<file path="config.mk">
export PLATFORM = sky130hd
export DESIGN_NAME = spi_regport
export DESIGN_NICKNAME = d
export VERILOG_FILES = /design/src/rtl/spi_regport_pkg.sv /design/src/rtl/spi_sync.sv /design/src/rtl/spi_shifter.sv /design/src/rtl/spi_frame_fsm.sv /design/src/rtl/spi_regport.sv
export SDC_FILE = /design/constraint.sdc
export NUM_CORES = 1
export LEC_CHECK = 0
export ABC_AREA = 1
export BUFFER_PORTS_ARGS = -buffer_cell sky130_fd_sc_hd__buf_2
export CAP_MARGIN = 25
export CORE_MARGIN = 5
export CORE_UTILIZATION = 56
export CTS_BUF_LIST = sky130_fd_sc_hd__clkbuf_16
export DETAILED_ROUTE_END_ITERATION = 16
export PLACE_DENSITY = 0.79
export SYNTH_ARGS = -nofsm -noshare
export SYNTH_HDL_FRONTEND = slang
export SYNTH_SLANG_ARGS = --single-unit
</file>
<file path="constraint.sdc">
create_clock -name clk -period 1.7 [get_ports clk]
set_input_delay 0.17 -clock clk [delete_from_list [all_inputs] [get_ports clk]]
set_output_delay 0.17 -clock clk [all_outputs]
set_load 0.02 [all_outputs]
</file>
<file path="src/rtl/spi_regport_pkg.sv">
package spi_regport_pkg;
    typedef enum logic [1:0] {
        ST_IDLE   = 2'd0,
        ST_SHIFT  = 2'd1,
        ST_COMMIT = 2'd2,
        ST_FETCH  = 2'd3
    } port_state_e;
endpackage

</file>
<file path="src/rtl/spi_sync.sv">
module spi_sync #(
    parameter int              W       = 3,
    parameter int              STAGES  = 2,
    parameter logic [W-1:0]    RST_VAL = '0
) (
    input  logic         clk,
    input  logic         rst_n,
    input  logic [W-1:0] d,
    output logic [W-1:0] q
);
    logic [W-1:0] stg [STAGES];

    always_ff @(posedge clk or negedge rst_n) begin
        if (!rst_n) begin
            for (int i = 0; i < STAGES; i++) stg[i] <= RST_VAL;
        end else begin
            stg[0] <= d;
            for (int i = 1; i < STAGES; i++) stg[i] <= stg[i-1];
        end
    end

    assign q = stg[STAGES-1];
endmodule

</file>
<file path="src/rtl/spi_shifter.sv">
module spi_shifter #(
    parameter int FRAME_W = 24,
    localparam int CNT_W  = $clog2(FRAME_W)
) (
    input  logic               clk,
    input  logic               rst_n,
    input  logic               frame_active,
    input  logic               bit_rise,
    input  logic               bit_in,
    input  logic               tx_load,
    input  logic               tx_clear,
    input  logic [FRAME_W-1:0] tx_word,
    output logic [FRAME_W-1:0] rx_word,
    output logic [CNT_W-1:0]   mod_cnt,
    output logic [1:0]         wraps,
    output logic               rx_msb,
    output logic               tx_msb
);
    localparam logic [CNT_W-1:0] LAST = CNT_W'(FRAME_W - 1);

    logic [FRAME_W-1:0] tx_q;

    // Input shift register and edge counting (count modulo the word length)
    always_ff @(posedge clk or negedge rst_n) begin
        if (!rst_n) begin
            rx_word <= '0;
            mod_cnt <= '0;
            wraps   <= '0;
        end else if (!frame_active) begin
            mod_cnt <= '0;
            wraps   <= '0;
        end else if (bit_rise) begin
            rx_word <= {rx_word[FRAME_W-2:0], bit_in};
            if (mod_cnt == LAST) begin
                mod_cnt <= '0;
                if (wraps != 2'd3) wraps <= wraps + 2'd1;
            end else begin
                mod_cnt <= mod_cnt + 1'b1;
            end
        end
    end

    // Output shift register: load beats clear beats shift
    always_ff @(posedge clk or negedge rst_n) begin
        if (!rst_n) begin
            tx_q <= '0;
        end else if (tx_load) begin
            tx_q <= tx_word;
        end else if (tx_clear) begin
            tx_q <= '0;
        end else if (frame_active && bit_rise) begin
            tx_q <= {tx_q[FRAME_W-2:0], 1'b0};
        end
    end

    assign rx_msb = rx_word[FRAME_W-1];
    assign tx_msb = tx_q[FRAME_W-1];
endmodule

</file>
<file path="src/rtl/spi_frame_fsm.sv">
module spi_frame_fsm
    import spi_regport_pkg::*;
(
    input  logic        clk,
    input  logic        rst_n,
    input  logic        cs_n_s,
    input  logic        frame_ok,
    input  logic        is_read,
    input  logic        is_nop,
    output port_state_e state,
    output logic        frame_active,
    output logic        capture,
    output logic        wr_fire,
    output logic        rd_latch,
    output logic        tx_load
);
    port_state_e nxt;

    always_ff @(posedge clk or negedge rst_n) begin
        if (!rst_n) state <= ST_IDLE;
        else        state <= nxt;
    end

    always_comb begin
        nxt = state;
        unique case (state)
            ST_IDLE:   if (!cs_n_s) nxt = ST_SHIFT;                      // frame-open
            ST_SHIFT:  if (cs_n_s)  nxt = frame_ok ? ST_COMMIT : ST_IDLE; // frame-accept / frame-drop
            ST_COMMIT: nxt = is_read ? ST_FETCH : ST_IDLE;              // read-pending / write-done
            ST_FETCH:  nxt = ST_IDLE;                                   // fetch-done
            default:   nxt = ST_IDLE;
        endcase
    end

    always_comb begin
        frame_active = 1'b0;
        capture      = 1'b0;
        wr_fire      = 1'b0;
        rd_latch     = 1'b0;
        tx_load      = 1'b0;
        unique case (state)
            ST_IDLE:   ;
            ST_SHIFT: begin
                frame_active = 1'b1;
                capture      = cs_n_s;
            end
            ST_COMMIT: begin
                wr_fire  = !is_read && !is_nop;
                rd_latch = is_read;
            end
            ST_FETCH:  tx_load = 1'b1;
            default:   ;
        endcase
    end
endmodule

</file>
<file path="src/rtl/spi_regport.sv">
module spi_regport
    import spi_regport_pkg::*;
#(
    parameter int              FRAME_W  = 24,
    parameter int              ADDR_W   = 5,
    parameter int              DATA_W   = 16,
    parameter int              SYNC_N   = 2,
    parameter logic [ADDR_W-1:0] CMD_ADDR = 5'h01,
    parameter int              NOP_BIT  = 0
) (
    input  logic              clk,
    input  logic              rst_n,
    input  logic              daisy_en,
    input  logic              cs_n,
    input  logic              sclk,
    input  logic              sdi,
    output logic              sdo_data,
    output logic              sdo_en,
    output logic              wr_stb,
    output logic [ADDR_W-1:0] wr_addr,
    output logic [DATA_W-1:0] wr_data,
    output logic [ADDR_W-1:0] rd_addr,
    input  logic [DATA_W-1:0] rd_data
);
    localparam int RW_POS = FRAME_W - 1;
    localparam int PAD_W  = FRAME_W - 1 - ADDR_W - DATA_W;
    localparam int CNT_W  = $clog2(FRAME_W);

    logic [2:0]         pins_s;
    logic               cs_n_s, sclk_s, sdi_s, sclk_d, sclk_rise;
    logic [FRAME_W-1:0] rx_word, frame_q, tx_word;
    logic [CNT_W-1:0]   mod_cnt;
    logic [1:0]         wraps;
    logic               rx_msb, tx_msb;
    logic               frame_ok, is_read, is_nop;
    logic               frame_active, capture, wr_fire, rd_latch, tx_load;
    port_state_e        state;

    spi_sync #(.W(3), .STAGES(SYNC_N), .RST_VAL(3'b100)) u_sync (
        .clk(clk), .rst_n(rst_n), .d({cs_n, sclk, sdi}), .q(pins_s)
    );
    assign {cs_n_s, sclk_s, sdi_s} = pins_s;

    always_ff @(posedge clk or negedge rst_n) begin
        if (!rst_n) sclk_d <= 1'b0;
        else        sclk_d <= sclk_s;
    end
    assign sclk_rise = sclk_s & ~sclk_d;

    spi_shifter #(.FRAME_W(FRAME_W)) u_shift (
        .clk(clk), .rst_n(rst_n), .frame_active(frame_active),
        .bit_rise(sclk_rise), .bit_in(sdi_s), .tx_load(tx_load),
        .tx_clear(capture), .tx_word(tx_word), .rx_word(rx_word),
        .mod_cnt(mod_cnt), .wraps(wraps), .rx_msb(rx_msb), .tx_msb(tx_msb)
    );

    // Whole words only; a single word unless chaining is enabled
    assign frame_ok = (mod_cnt == '0) && (wraps != 2'd0) && (daisy_en || wraps == 2'd1);

    always_ff @(posedge clk or negedge rst_n) begin
        if (!rst_n)       frame_q <= '0;
        else if (capture) frame_q <= rx_word;
    end

    assign is_read = frame_q[RW_POS];
    assign wr_addr = frame_q[DATA_W +: ADDR_W];
    assign wr_data = frame_q[DATA_W-1:0];
    assign is_nop  = (wr_addr == CMD_ADDR) && wr_data[NOP_BIT];

    spi_frame_fsm u_fsm (
        .clk(clk), .rst_n(rst_n), .cs_n_s(cs_n_s), .frame_ok(frame_ok),
        .is_read(is_read), .is_nop(is_nop), .state(state),
        .frame_active(frame_active), .capture(capture), .wr_fire(wr_fire),
        .rd_latch(rd_latch), .tx_load(tx_load)
    );

    always_ff @(posedge clk or negedge rst_n) begin
        if (!rst_n)        rd_addr <= '0;
        else if (rd_latch) rd_addr <= wr_addr;
    end

    assign tx_word  = {1'b1, {PAD_W{1'b0}}, rd_addr, rd_data};
    assign wr_stb   = wr_fire;
    assign sdo_data = daisy_en ? rx_msb : tx_msb;
    assign sdo_en   = ~cs_n & frame_active;
endmodule

</file>
==> summary.md <==
| Metric | Value |
|---|---|
| Crit-path max FO | 7 |
| Via density | 4.98 |
| Most used DFF post-synth | dfrtp_1 |
| Vias in the first global route | 2,820 |
| VDD IR-drop max | 1.02 mV |
| DR WL/cell | 13.0 um |
| Initial drt markers | 202 |
| Number of diodes | 0 |
| Detail Route Antenna Nets | 0 |
| Top cells by instance count after synthesis | 103 x nand2_1, 89 x dfrtp_1, 63 x inv_1, 62 x o21ai_1, 33 x nor2_1 |
| Cell with the most instances after synthesis | nand2_1 |
| Max-cap violation count | 0 |
| Initial antenna violation count | 0 |
| Sequential area share after synthesis | 0.595 |
| Layout cells sized above 1 | 0.175 |
| Critical path arrival | 1.38 ns |
| Gpl congestion | 0.864 |
| CTS tree | done |
| Slew at the pin with the worst max-slew slack | 0.398 ns |
| Startpoint types | flop |
| Top cell type's share of synthesized area | 0.582 |
| Die ar. | 8590 um2 |
| Worst-Skew Late Latency | 0.33 ns |
| I/O pin cnt | 51 |
| Main combinational cell family by area after synthesis | simple AND/OR/NAND/NOR gates |
| Gr usage total | 0.190 |
| RSZ-0062 raised after global routing | no |
| P_leak | 0.00229 uW |
| Tcrit/Tclk final | 0.910 |
| Hold WS | 0.105 ns |
| Crit path cell chain | nor3_2 > o21ai_0 > inv_1 > buf_2 |
| Pin count of the biggest net entering global routing | 46 |
| Post-synth EDFFs | 0 |
| Final hold vios | 0 |
| Vias | 2,881 |
| Worst Setup Path Type | reg2out |
| Clock transition at path regs | 0.06 ns |
| CTS max path bufs | 2 |
| Grt ovf | 0 |
| Die height | 92.7 um |
| CTS root buf | clkbuf_16 |
| #FFs+latches synth | 91 |
| Unique masters post-synth | 21 |
| Final Skew | 0.00754 ns |
| Post-Synth XOR/XNOR Area | 0 |
| Fmax | 646 MHz |
| Post-Route WL | 7500 um |
| Slew HR | 0.734 |
| R2R Setup Slk | 0.21 ns |
| Setup Fix Bufs, Post-CTS | 0 |
| Multiplexer area fraction after synthesis | 0 |
| Net count, final | 521 |
| Max-slew violation total from the final report | 0 |
| Top post-synthesis cells by area | dfrtp_1 58%, nand2_1 10%, o21ai_1 8.1%, inv_1 6.2%, a21oi_1 3.4% |
| Post-Synthesis Cells | 437 |
| DRC errors left | 0 |
| Ys async rst share | 1.00 |
| Synth-to-layout area growth | 18.7% |
| First-pass GRT wire length | 13,000 um |
| Fillers | 521 |
| Cts bufs inserted | 9 |
| Final setup viols | 0 |
| Adder-cell area share of the yosys netlist | 0.0163 |
| Status | finished clean |
| Required time worst endpoint | 1.53 ns |
| Slowest stage delay, CP | 0.47 ns |
| Hold Crit Class | in2reg |
| Core ar. | 6720 um2 |
| Sink Count | 91 |
| CTS HTree Levels | 3 |
| Row count | 30 |
| Post-synthesis simple-gate area fraction | 0.167 |
| Synth Net Count | 464 |
| Setup TNS | 0 ns |
| Kind of end point of the critical path | output pin |
| Ys Warns | 0 |
| PortBufs | 50 |
| Post-synthesis cell area | 3830 um2 |
| Starting Density | 0.570 |
| HPWL Detailed | 5020 um |
| Die Wd | 92.7 um |
| Syn avg cell area | 8.76 um2 |
| Slowest CP cell | dfrtp_1 |
| Leading area contributor after synthesis | dfrtp_1 |
| Tmin final | 1.55 ns |
| Pre-antenna DRT Iters | 4 |
| Cell Pwr Density | 1270 nW/um2 |
| Synth Area in Compound Gates | 0.133 |
where the power goes:
part           internal (uW)  switching (uW)
clock network           1280             800
registers               2480             203
logic                    373             638
final timing paths:
path	start	end	cells after the start
max	u_fsm.state[0]	wr_stb	4
min	rd_data[0]	u_shift.tx_q[0]	3
max reg2reg	u_fsm.state[0]	u_shift.rx_word[17]	6
min reg2reg	u_sync.stg[3]	u_sync.q[0]	0
max in group asynchronous	rst_n	u_shift.tx_q[18]	3
min in group asynchronous	rst_n	u_shift.tx_q[9]	2
cell usage in the layout, fill, tap and decap left out:
cell type	synthesis	layout
dfrtp_1	89	88
clkinvlp_4	0	1
nand2_1	103	103
nor2_2	1	1
o21ai_0	12	12
dlygate4sd3_1	0	4
o31ai_1	1	1
dfrtp_2	0	1
clkinv_2	0	1
buf_2	11	49
buf_12	0	2
o21ai_1	62	62
inv_6	0	1
inv_2	3	3
ha_1	5	5
nand3_1	8	8
dfstp_2	2	2
buf_4	2	8
clkinv_4	0	1
nor2_1	33	33
bufinv_16	0	2
clkbuf_16	0	9
inv_1	63	63
nor2_4	2	2
nand4_1	5	5
nor3_1	2	1
nand2_2	3	3
a21oi_1	26	26
nor3_2	0	1
metrics by stage:
stage                     setup slack (ns)  total power (uW)  utilization  cells  area [um2]
final                                0.153              5780        0.676    578        4540
after global routing              0.000279              6120        0.676    578        4540
after CTS                           0.0637              5830        0.675    578        4540
after detailed placement             0.247              3730        0.623    559        4180
after global placement               0.319              3680        0.623    559        4180
after floorplan                      0.479              3390            -    437        3830
area by class of cell:
cell class	count	area, um2	share of cell area
Clock inverter	6	90.1	0.0198
Tap cell	80	100	0.0220
Inverter	66	248	0.0545
Clock buffer	9	225	0.0496
Multi-Input combinational cell	263	1210	0.267
Timing Repair Buffer	63	385	0.0848
Sequential cell	91	2280	0.502
kinds of logic after synthesis:
logic type / count (synthesis)
and+or+nand+nor: 157
AOI/OAI and AO/OA: 101
DFF: 91
buffers and inverters: 83
adders and majority gates: 5
routing by layer:
layer / GRT usage / part of all wire / vias up
met5: 0 / 0 / -
met4: 0.0647 / 0.012 / 0
met3: 0.0487 / 0.035 / 10
met2: 0.299 / 0.48 / 47
met1: 0.258 / 0.47 / 1339
li1: - / - / 1485
timing repair:
action                                  4_1_cts  5_1_grt
hold buffers                                  4        0
hold endpoints to repair                     21        0
gates resized for setup                       0        2
endpoints found under the setup margin        0        1
critical path, delay by kind of cell, from the launching register on:
| family | cells | cell delay (ns) |
|---|---|---|
| buffers and inverters | 2 | 0.22 |
| flip-flops | 1 | 0.47 |
| AND/OR/NAND/NOR | 1 | 0.22 |
| AO/OA/AOI/OAI | 1 | 0.14 |
registers in the layout, indices dropped and copies added (netlist names):
signal and count:
rd_addr 5, u_shift.wraps 2, frame_q 22, u_shift.tx_q 24
sclk_d 1, u_fsm.state 2, u_sync.q 3, u_shift.mod_cnt 5
u_shift.rx_word 24, u_sync.stg 3
Power figures use the tool's default switching activity.
